$ cat src/rtl/fbp_pkg.sv
package fbp_pkg;

    typedef enum logic [1:0] {
        OP_READ    = 2'd0,
        OP_PROGRAM = 2'd1,
        OP_ERASE   = 2'd2,
        OP_RESET   = 2'd3
    } op_kind_e;

    typedef enum logic [2:0] {
        ST_IDLE,
        ST_SETTLE,
        ST_ISSUE,
        ST_AWAIT,
        ST_GAP,
        ST_DONE
    } poll_state_e;

    typedef struct packed {
        logic [7:0] opcode;
        logic [7:0] reg_addr;
    } reg_frame_t;

    localparam logic [7:0] GETREG_OPCODE   = 8'h0F;
    localparam logic [7:0] STATUS_REG_ADDR = 8'hC0;
    localparam int         BUSY_BIT        = 0;

    localparam reg_frame_t STATUS_FRAME = '{opcode: GETREG_OPCODE, reg_addr: STATUS_REG_ADDR};

    function automatic int unsigned max_u(input int unsigned a, input int unsigned b);
        return (a > b) ? a : b;
    endfunction

endpackage

$ cat src/rtl/fbp_delay_sel.sv
module fbp_delay_sel
    import fbp_pkg::*;
#(
    parameter int unsigned CYC_PER_US = 50,
    parameter int unsigned RD_INIT_US = 6,
    parameter int unsigned RD_POLL_US = 5,
    parameter int unsigned PG_INIT_US = 75,
    parameter int unsigned PG_POLL_US = 15,
    parameter int unsigned ER_INIT_US = 250,
    parameter int unsigned ER_POLL_US = 50,
    parameter int unsigned RS_INIT_US = 5,
    parameter int unsigned RS_POLL_US = 5,
    parameter int unsigned W          = 16
) (
    input  op_kind_e       op,
    output logic [W-1:0]   init_cyc,
    output logic [W-1:0]   poll_cyc
);
    localparam logic [W-1:0] RD_INIT_C = W'(RD_INIT_US * CYC_PER_US);
    localparam logic [W-1:0] RD_POLL_C = W'(RD_POLL_US * CYC_PER_US);
    localparam logic [W-1:0] PG_INIT_C = W'(PG_INIT_US * CYC_PER_US);
    localparam logic [W-1:0] PG_POLL_C = W'(PG_POLL_US * CYC_PER_US);
    localparam logic [W-1:0] ER_INIT_C = W'(ER_INIT_US * CYC_PER_US);
    localparam logic [W-1:0] ER_POLL_C = W'(ER_POLL_US * CYC_PER_US);
    localparam logic [W-1:0] RS_INIT_C = W'(RS_INIT_US * CYC_PER_US);
    localparam logic [W-1:0] RS_POLL_C = W'(RS_POLL_US * CYC_PER_US);

    always_comb begin
        unique case (op)
            OP_READ:    begin init_cyc = RD_INIT_C; poll_cyc = RD_POLL_C; end
            OP_PROGRAM: begin init_cyc = PG_INIT_C; poll_cyc = PG_POLL_C; end
            OP_ERASE:   begin init_cyc = ER_INIT_C; poll_cyc = ER_POLL_C; end
            default:    begin init_cyc = RS_INIT_C; poll_cyc = RS_POLL_C; end
        endcase
    end
endmodule

$ cat src/rtl/fbp_interval_timer.sv
module fbp_interval_timer #(
    parameter int unsigned W = 16
) (
    input  logic         clk,
    input  logic         rst,
    input  logic         load,
    input  logic [W-1:0] load_val,
    input  logic         run,
    output logic         expired
);
    logic [W-1:0] cnt;

    always_ff @(posedge clk) begin
        if (rst) begin
            cnt <= '0;
        end else if (load) begin
            cnt <= (load_val == '0) ? '0 : load_val - 1'b1;
        end else if (run && cnt != '0) begin
            cnt <= cnt - 1'b1;
        end
    end

    assign expired = (cnt == '0);


    interval_count_chk: assert property (@(posedge clk) disable iff (rst)
        (run && !load && !expired) |=> (cnt == $past(cnt) - 1'b1));
endmodule

$ cat src/rtl/fbp_deadline.sv
module fbp_deadline #(
    parameter int unsigned LIMIT = 1000,
    parameter int unsigned W     = 10
) (
    input  logic clk,
    input  logic rst,
    input  logic clear,
    input  logic run,
    output logic hit
);
    logic [W-1:0] elapsed;

    always_ff @(posedge clk) begin
        if (rst || clear) begin
            elapsed <= '0;
        end else if (run && !hit) begin
            elapsed <= elapsed + 1'b1;
        end
    end

    assign hit = (elapsed == W'(LIMIT));


    deadline_hold_chk: assert property (@(posedge clk) disable iff (rst)
        (hit && !clear) |=> hit);
endmodule

$ cat src/rtl/flash_busy_poller.sv
module flash_busy_poller
    import fbp_pkg::*;
#(
    parameter int unsigned CYC_PER_US = 50,
    parameter int unsigned RD_INIT_US = 6,
    parameter int unsigned RD_POLL_US = 5,
    parameter int unsigned PG_INIT_US = 75,
    parameter int unsigned PG_POLL_US = 15,
    parameter int unsigned ER_INIT_US = 250,
    parameter int unsigned ER_POLL_US = 50,
    parameter int unsigned RS_INIT_US = 5,
    parameter int unsigned RS_POLL_US = 5,
    parameter int unsigned TIMEOUT_US = 400000
) (
    input  logic       clk,
    input  logic       rst,
    input  logic       start,
    input  logic [1:0] op_sel,
    output logic       done,
    output logic [7:0] status_out,
    output logic       timed_out,
    output logic       desc_valid,
    input  logic       desc_ready,
    output logic [7:0] desc_opcode,
    output logic [7:0] desc_regaddr,
    input  logic       rsp_valid,
    input  logic [7:0] rsp_byte
);
    localparam int unsigned MAX_US  = max_u(max_u(max_u(RD_INIT_US, RD_POLL_US), max_u(PG_INIT_US, PG_POLL_US)),
                                            max_u(max_u(ER_INIT_US, ER_POLL_US), max_u(RS_INIT_US, RS_POLL_US)));
    localparam int unsigned MAX_CYC = MAX_US * CYC_PER_US;
    localparam int unsigned CNT_W   = $clog2(MAX_CYC + 1);
    localparam int unsigned TMO_CYC = TIMEOUT_US * CYC_PER_US;
    localparam int unsigned TMO_W   = $clog2(TMO_CYC + 1);

    poll_state_e      state;
    op_kind_e         op_q;
    op_kind_e         op_lookup;
    logic [7:0]       status_q;
    logic             tmo_q;
    logic [CNT_W-1:0] init_cyc;
    logic [CNT_W-1:0] poll_cyc;
    logic             accept;
    logic             busy_rsp;
    logic             tmr_load;
    logic [CNT_W-1:0] tmr_val;
    logic             tmr_run;
    logic             tmr_expired;
    logic             deadline_hit;

    assign accept    = (state == ST_IDLE) && start;
    assign busy_rsp  = (state == ST_AWAIT) && rsp_valid && rsp_byte[BUSY_BIT];
    assign op_lookup = (state == ST_IDLE) ? op_kind_e'(op_sel) : op_q;
    assign tmr_load  = accept || busy_rsp;
    assign tmr_val   = accept ? init_cyc : poll_cyc;
    assign tmr_run   = (state == ST_SETTLE) || (state == ST_GAP);

    fbp_delay_sel #(
        .CYC_PER_US(CYC_PER_US),
        .RD_INIT_US(RD_INIT_US), .RD_POLL_US(RD_POLL_US),
        .PG_INIT_US(PG_INIT_US), .PG_POLL_US(PG_POLL_US),
        .ER_INIT_US(ER_INIT_US), .ER_POLL_US(ER_POLL_US),
        .RS_INIT_US(RS_INIT_US), .RS_POLL_US(RS_POLL_US),
        .W(CNT_W)
    ) delay_sel_i (
        .op       (op_lookup),
        .init_cyc (init_cyc),
        .poll_cyc (poll_cyc)
    );

    fbp_interval_timer #(.W(CNT_W)) interval_i (
        .clk      (clk),
        .rst      (rst),
        .load     (tmr_load),
        .load_val (tmr_val),
        .run      (tmr_run),
        .expired  (tmr_expired)
    );

    fbp_deadline #(.LIMIT(TMO_CYC), .W(TMO_W)) deadline_i (
        .clk   (clk),
        .rst   (rst),
        .clear (accept),
        .run   (state != ST_IDLE),
        .hit   (deadline_hit)
    );

    always_ff @(posedge clk) begin
        if (rst) begin
            state    <= ST_IDLE;
            op_q     <= OP_READ;
            status_q <= 8'h00;
            tmo_q    <= 1'b0;
        end else begin
            unique case (state)
                ST_IDLE: begin
                    if (start) begin
                        op_q     <= op_kind_e'(op_sel);
                        status_q <= 8'h00;
                        tmo_q    <= 1'b0;
                        state    <= ST_SETTLE;
                    end
                end
                ST_SETTLE, ST_GAP: begin
                    if (deadline_hit) begin
                        tmo_q <= 1'b1;
                        state <= ST_DONE;
                    end else if (tmr_expired) begin
                        state <= ST_ISSUE;
                    end
                end
                ST_ISSUE: begin
                    if (desc_ready) state <= ST_AWAIT;
                end
                ST_AWAIT: begin
                    if (rsp_valid) begin
                        status_q <= rsp_byte;
                        if (!rsp_byte[BUSY_BIT]) begin
                            state <= ST_DONE;
                        end else if (deadline_hit) begin
                            tmo_q <= 1'b1;
                            state <= ST_DONE;
                        end else begin
                            state <= ST_GAP;
                        end
                    end
                end
                default: state <= ST_IDLE;
            endcase
        end
    end

    assign done         = (state == ST_DONE);
    assign status_out   = status_q;
    assign timed_out    = tmo_q;
    assign desc_valid   = (state == ST_ISSUE);
    assign desc_opcode  = STATUS_FRAME.opcode;
    assign desc_regaddr = STATUS_FRAME.reg_addr;


    ready_end_chk: assert property (@(posedge clk) disable iff (rst)
        (state == ST_AWAIT && rsp_valid && !rsp_byte[BUSY_BIT])
            |=> (done && !timed_out && status_out == $past(rsp_byte)));


    tmo_cause_chk: assert property (@(posedge clk) disable iff (rst)
        (done && timed_out) |-> deadline_hit);


    start_ignored_chk: assert property (@(posedge clk) disable iff (rst)
        (state == ST_AWAIT && start && !rsp_valid) |=> (state == ST_AWAIT && op_q == $past(op_q)));


    desc_hold_chk: assert property (@(posedge clk) disable iff (rst)
        (desc_valid && !desc_ready) |=> (desc_valid && $stable(desc_opcode) && $stable(desc_regaddr)));


    single_req_chk: assert property (@(posedge clk) disable iff (rst)
        (desc_valid && desc_ready) |=> !desc_valid);


    done_pulse_chk: assert property (@(posedge clk) disable iff (rst)
        done |=> (!done && $stable(status_out) && $stable(timed_out)));
endmodule

$ cat config.mk
export PLATFORM = sky130hd
export DESIGN_NAME = flash_busy_poller
export DESIGN_NICKNAME = d
export VERILOG_FILES = /design/src/rtl/fbp_pkg.sv /design/src/rtl/fbp_delay_sel.sv /design/src/rtl/fbp_interval_timer.sv /design/src/rtl/fbp_deadline.sv /design/src/rtl/flash_busy_poller.sv
export SDC_FILE = /design/constraint.sdc
export NUM_CORES = 1
export LEC_CHECK = 0
export ABC_AREA = 1
export BUFFER_PORTS_ARGS = -buffer_cell sky130_fd_sc_hd__buf_2
export CORE_MARGIN = 2
export CORE_UTILIZATION = 55
export CTS_CLUSTER_DIAMETER = 200
export CTS_CLUSTER_SIZE = 12
export DETAILED_ROUTE_END_ITERATION = 10
export PLACE_DENSITY = 0.76
export SYNTH_ARGS = -nofsm -noshare
export SYNTH_HDL_FRONTEND = slang
export SYNTH_SLANG_ARGS = --single-unit
$ cat constraint.sdc
create_clock -name clk -period 2.81 [get_ports clk]
set_input_delay 0 -clock clk [delete_from_list [all_inputs] [get_ports clk]]
set_output_delay 0 -clock clk [all_outputs]
set_load 0.02 [all_outputs]
Yosys cells after proc, flatten, opt, wreduce, memory -nomap -nowiden

Cells that the tools add are included.

Register bits: 53
Output and inout port bits: 27
Logic and storage cells: 68

$add $sub $neg: 3
Equal/unequal tests: 13
Muxes and demuxes: 23
Reductions and logical operators: 23

Operator list:

| operator                                             | count |
|---|---|
| 2-to-1 mux 14 bit                                    | 4 |
| case mux 14 bit (3 select lines)                     | 1 |
| logical NOT 14 bit                                   | 2 |
| subtractor 14 x 1 -> 14 bit (second input constant)  | 2 |
| adder 25 x 1 -> 25 bit (second input constant)       | 1 |
| equality test 25 bit (second input constant)         | 1 |
| case mux 12 bit (2 select lines)                     | 1 |
| 2-to-1 mux 8 bit                                     | 2 |
| case mux 8 bit (2 select lines)                      | 1 |
| 2-to-1 mux 3 bit                                     | 5 |
| nonzero test 14 bit                                  | 1 |
| case mux 3 bit (4 select lines)                      | 1 |
| AND reduction 4 bit                                  | 2 |
| equality test 3 x 2 -> 1 bit (second input constant) | 2 |
| equality test 3 bit (second input constant)          | 2 |
| 2-to-1 mux 1 bit                                     | 6 |
| != test 2 bit (second input constant)                | 3 |
| nonzero test 3 bit                                   | 2 |
| logical AND 1 bit                                    | 5 |
| nonzero test 2 bit                                   | 2 |
| equality test 3 x 1 -> 1 bit (second input constant) | 1 |
| logical NOT 3 bit                                    | 1 |
| logical OR 1 bit                                     | 3 |
| != test 3 x 1 -> 1 bit (second input constant)       | 1 |
| other kinds (10)                                     | 10 |

Depth between registers and ports, before layout

Depth in word-level cells: 8
Gate-level depth with buffers: 19
Gate-level depth less buffers: 19

Modules after synthesis

A second synthesis with hierarchy kept.

Cells, all modules: 759
Area, all modules: 4,434.3 um^2

Modules (own cells, without submodules):

| module             | instances | cells an instance | area each (um^2) | sequential area each (um^2) |
|---|---|---|---|---|
| fbp_deadline       | 1         | 270               | 1,635.3          | 500.5 |
| fbp_interval_timer | 1         | 270               | 1,415.1          | 280.3 |
| flash_busy_poller  | 1         | 181               | 1,112.3          | 280.3 |
| fbp_delay_sel      | 1         | 38                | 271.5            | 0.0 |

Worst setup path after synthesis

OpenSTA, ideal clock, no wires.

Path kind: reg2reg
From: register state[0]
To: register interval_i.cnt[7]
Arrival time: 2.460 ns
Data required time: 2.690 ns
Slack: 0.230 ns
Stages on the path, launching flop included: 17
Buffers on the path: 0
Path through: dfxtp_1 nor2_4 nand2_1 o21ai_0 inv_1 ha_1 inv_1 nand2_2 nand2_2 ha_1 nand2_1 nor2_2 nand3_2 nand2_2 inv_2 nand2_1 a21oi_2

Word-level cells in the longest chain between the ends: 8
Elaborated cells on any way between the ends: 22
Classes of those cells: add/sub (1); eq/ne (5); mux (6); reduce/logical (10)

Ends and longest elaborated chain:

| what                                                                                 | RTL line                                         | RTL |
|---|---|---|
| start, declared                                                                      | flash_busy_poller.sv:36                          | `poll_state_e state;` |
| start signal, assigned                                                               | flash_busy_poller.sv:90                          | `state <= ST_IDLE;` |
| start signal, assigned                                                               | flash_busy_poller.sv:101                         | `state <= ST_SETTLE;` |
| start signal, assigned                                                               | flash_busy_poller.sv:107                         | `state <= ST_DONE;` |
| logical NOT 3 bit                                                                    | flash_busy_poller.sv:51, flash_busy_poller.sv:53 |  |
| 2-to-1 mux 2 bit                                                                     | flash_busy_poller.sv:53                          | `assign op_lookup = (state == ST_IDLE) ? op_kind_e'(op_sel) : op_q;` |
| equality test 2 bit, or another cell as far along                                    | fbp_delay_sel.sv:29                              | `unique case (op)` |
| case mux 14 bit (3 select lines) or case mux 12 bit (2 select lines) (tied branches) | fbp_delay_sel.sv:29                              |  |
| 2-to-1 mux 14 bit                                                                    | flash_busy_poller.sv:55                          | `assign tmr_val = accept ? init_cyc : poll_cyc;` |
| subtractor 14 x 1 -> 14 bit or logical NOT 14 bit (tied branches)                    | fbp_interval_timer.sv:17                         | `cnt <= (load_val == '0) ? '0 : load_val - 1'b1;` |
| 2-to-1 mux 14 bit                                                                    | fbp_interval_timer.sv:17                         |  |
| 2-to-1 mux 14 bit                                                                    | fbp_interval_timer.sv:16                         | `end else if (load) begin` |
| end signal, assigned                                                                 | fbp_interval_timer.sv:17                         |  |
| end signal, assigned                                                                 | fbp_interval_timer.sv:19                         | `cnt <= cnt - 1'b1;` |
| end, declared                                                                        | fbp_interval_timer.sv:11                         | `logic [W-1:0] cnt;` |

Parallel ways exist; a longest one is shown, timed or not.
A chain may end at the register's enable or synchronous reset.

Worst setup path after layout

From: register state[0]
To: register interval_i.cnt[4]

The elaborated chain is that of the path after synthesis.

==> run_results.csv <==
group,metric,value,unit
run_status,status,"finished clean",
final_layout,area_growth,7.692,%
detailed_routing,antenna_left,0,
grt,grt_use_met1,37.21,%
min_path,hp-class,"input port to flop",
detailed_routing,drt_first_pass_iters,5,
placement,place_hpwl,6.914,mm
power_and_ir_drop,p_total,0.004001,W
grt,use_met2,40.32,%
final_layout,fill_cells,665,
grt,grt_pass1_vias,3416,
timing,rsz0062_at_grt,"no",
power_and_ir_drop,vdd_drop_max,0.6420,mV
grt,grt_pass1_wl,15.74,mm
clock_tree,post_cts_buffers,0,
final_layout,num-nets-final,639,
synth,synth_edf_count,0,
timing,worstMarginPinSlew,0.6413,ns
final_layout,multiInputGateArea,0.002298,mm^2
floorplanning,start_util,56.33,%
grt,grt_busiest_layer,"met2",
setup_path,arrival,2.78,ns
synth,async_reset_ff_share,0,%
clock_tree,cts_made_buffers,5,
setup_path,crit_type,"flop to flop",
timing,hold_ws,0.03103,ns
timing,setup_viol,0,
timing,maxSlewViolCount,0,
placement,place_congestion,0.9790,
final_layout,antennaDiodeCount,0,
floorplanning,die_width,87.19,um
floorplanning,dieArea,0.007602,mm^2
synth,synth.largest_area_cell,"dfxtp_1",
placement,port_buffers,25,
floorplanning,design.core.area,0.006756,mm^2
grt,grt_use_total,25.66,%
synth,seq_area_frac_synth,27.88,%
run,maxCapViolations,0,
power_and_ir_drop,power-per-cell-area,976.0,mW/mm^2
final_layout,drive_gt1_share,13.82,%
detailed_routing,vias,3721,
detailed_routing,drtIter0Drc,301,
clock_tree,root_buffer,"clkbuf_8",
grt,met3_usage,3.602,%
clock_tree,clkTransAtPathRegs,0.10,ns
clock_tree,clk_path_buf_depth,2,
setup_path,rrSetupSlack,0.24,ns
timing,final-hold-violation-count,0,
setup_path,cp_max_fo,7,
grt,antenna_found_initial,0,
floorplanning,die_h,87.19,um
clock_tree,ctsHtreeMaxLevel,2,
synth,ys_types,39,
synth,netlist_area,0.003806,mm^2
final_layout,seq_area,0.001061,mm^2
synth,synth_top_area_share,27.88,%
floorplanning,io_pins,42,
grt,grt_max_degree,28,
setup_path,crit_path_end_kind,"flop",
timing,timing.slew.headroom,57.20,%
clock_tree,clock_latency,0.31,ns
synth,synthCells,582,
floorplanning,rows,30,
clock_tree,cts_tree,"yes",
synth,synthTopCellsByArea,"dfxtp_1 (28%), nand2_1 (14%), inv_1 (6.7%)",
detailed_routing,drt_wl_total,9.266,mm
detailed_routing,routedWlPerCell,13.33,um
synth,syn_area_per_cell,6.540,um^2
timing,finalCritPeriodShare,91.38,%
setup_path,worst_ep_required_time,3.02,ns
timing,fin_skew,0.01121,ns
timing,fin_setup_tns,0,ns
synth,ys.flop_type,"dfxtp_1",
detailed_routing,via_per_inst,5.354,
timing,fmax,389.5,MHz
timing,final.min_clock_period,2.568,ns
synth,ys_seq_elements,53,
clock_tree,clock-sinks,53,
grt,grt_overflow_total,0,
power_and_ir_drop,leakagePower,1.762,nW
synth,ys_warn_count,0,
detailed_routing,drc,0,
setup_path,cp-start-kind,"flop",
-- metrics by stage --
| step | utilization [%] | instance area [um^2] | instances | worst slack [ns] |
|---|---|---|---|---|
| after global routing | 60.67 | 4099 | 695 | 0.03090 |
| after global placement | 57.74 | 3901 | 678 | 0.2242 |
| after floorplan | - | 3859 | 596 | 0.2303 |
| after CTS | 60.57 | 4093 | 695 | 0.04133 |
| after detailed placement | 57.74 | 3901 | 678 | 0.08802 |
| final | 60.67 | 4099 | 695 | 0.2424 |
-- cell usage in the layout, fill, tap and decap left out --
| cell type | instances |
|---|---|
| nand2_1 | 139 |
| o21a_1 | 1 |
| inv_4 | 1 |
| o21ai_0 | 28 |
| buf_2 | 25 |
| buf_4 | 4 |
| nand3_1 | 24 |
| nand2_2 | 11 |
| o21ai_2 | 2 |
| a211oi_1 | 3 |
| nor2_2 | 1 |
| nor3_2 | 2 |
| nand3_4 | 2 |
| nand4_1 | 16 |
| conb_1 | 16 |
| nand3b_1 | 2 |
| nand3_2 | 2 |
| clkinv_4 | 1 |
| nor2_4 | 5 |
| nor2_1 | 58 |
| nor3_1 | 21 |
| inv_1 | 68 |
| clkinv_2 | 1 |
| xnor2_1 | 2 |
| inv_2 | 6 |
| o21bai_1 | 2 |
| a21oi_1 | 42 |
| dlygate4sd3_1 | 9 |
| xor2_1 | 19 |
| dfxtp_1 | 53 |
| clkbuf_8 | 7 |
| or2_2 | 2 |
| nand2_4 | 4 |
| o22ai_1 | 3 |
| ha_1 | 10 |
| nor3b_1 | 2 |
| o21ai_1 | 12 |
| a21oi_2 | 9 |
-- critical path: stages (launching register included) --
cell and delay (ns):
dfxtp_1 0.39, nor2_4 0.22, nand2_2 0.13, o21ai_2 0.19
inv_1 0.09, ha_1 0.33, inv_1 0.08, nand2_2 0.06
nand2_2 0.09, ha_1 0.22, nand2_1 0.11, nor2_2 0.15
nand3_2 0.10, nand2_2 0.10, inv_2 0.08, nand2_1 0.09
a21oi_2 0.05
-- flip-flops by register name, indices dropped and copies added, names as in the netlist --
signal and count:
deadline_i.elapsed 25, interval_i.cnt 14, status_out 8, state 3, op_q 2, timed_out 1
-- cells by family (layout without fill, tap and decap cells) --
logic type | after synthesis | count (layout) | synth area share [%]
compound gates | 102 | 102 | 14.89
simple gates | 291 | 291 | 35.63
flops | 53 | 53 | 27.88
other cells | 2 | 16 | 0.1973
fa+ha+maj | 10 | 10 | 3.287
xor+xnor | 21 | 21 | 4.832
buf+inv | 103 | 122 | 13.28
-- synth_stat cells (10+ instances only) --
library cell	n
nand2_1	140
inv_1	68
nor2_1	58
dfxtp_1	53
a21oi_1	42
o21ai_0	30
nand3_1	24
nor3_1	21
xor2_1	19
buf_4	16
nand4_1	16
o21ai_1	11
ha_1	10
nand2_2	10
-- power by group --
group / switching, W / internal, W
clock: 0.000265 / 0.000224
combinational: 0.00165 / 0.000794
sequential: 0.000146 / 0.000919
-- metal layers --
layer | routed length (um) | share of wire (%)
met3 | 503 | 5.4
met2 | 4194 | 45
met1 | 4455 | 48
met5 | 0 | 0
met4 | 112 | 1.2
-- timing repair --
action / 4_1_cts / 5_1_grt
endpoints found under the setup margin: 0 / 10
endpoints found under the hold margin: 13 / 0
resized for setup: 0 / 4
hold buffers: 9 / 0
-- area by class of cell --
class | instances | area share (%)
Inverter | 76 | 7.143
Clock buffer | 7 | 2.350
Multi-Input combinational cell | 440 | 56.07
Sequential cell | 53 | 25.89
Timing Repair Buffer | 38 | 5.983
Tap cell | 80 | 2.442
Clock inverter | 1 | 0.1221
-- worst paths after layout --
check / from / endpoint / depth (start not counted)
max: state[0] / interval_i.cnt[4] / 16
max reg2reg: state[0] / interval_i.cnt[4] / 16
min reg2reg: status_out[0] / status_out[0] / 2
min: rsp_valid / status_out[0] / 3
(Power assumes the default switching activity.)
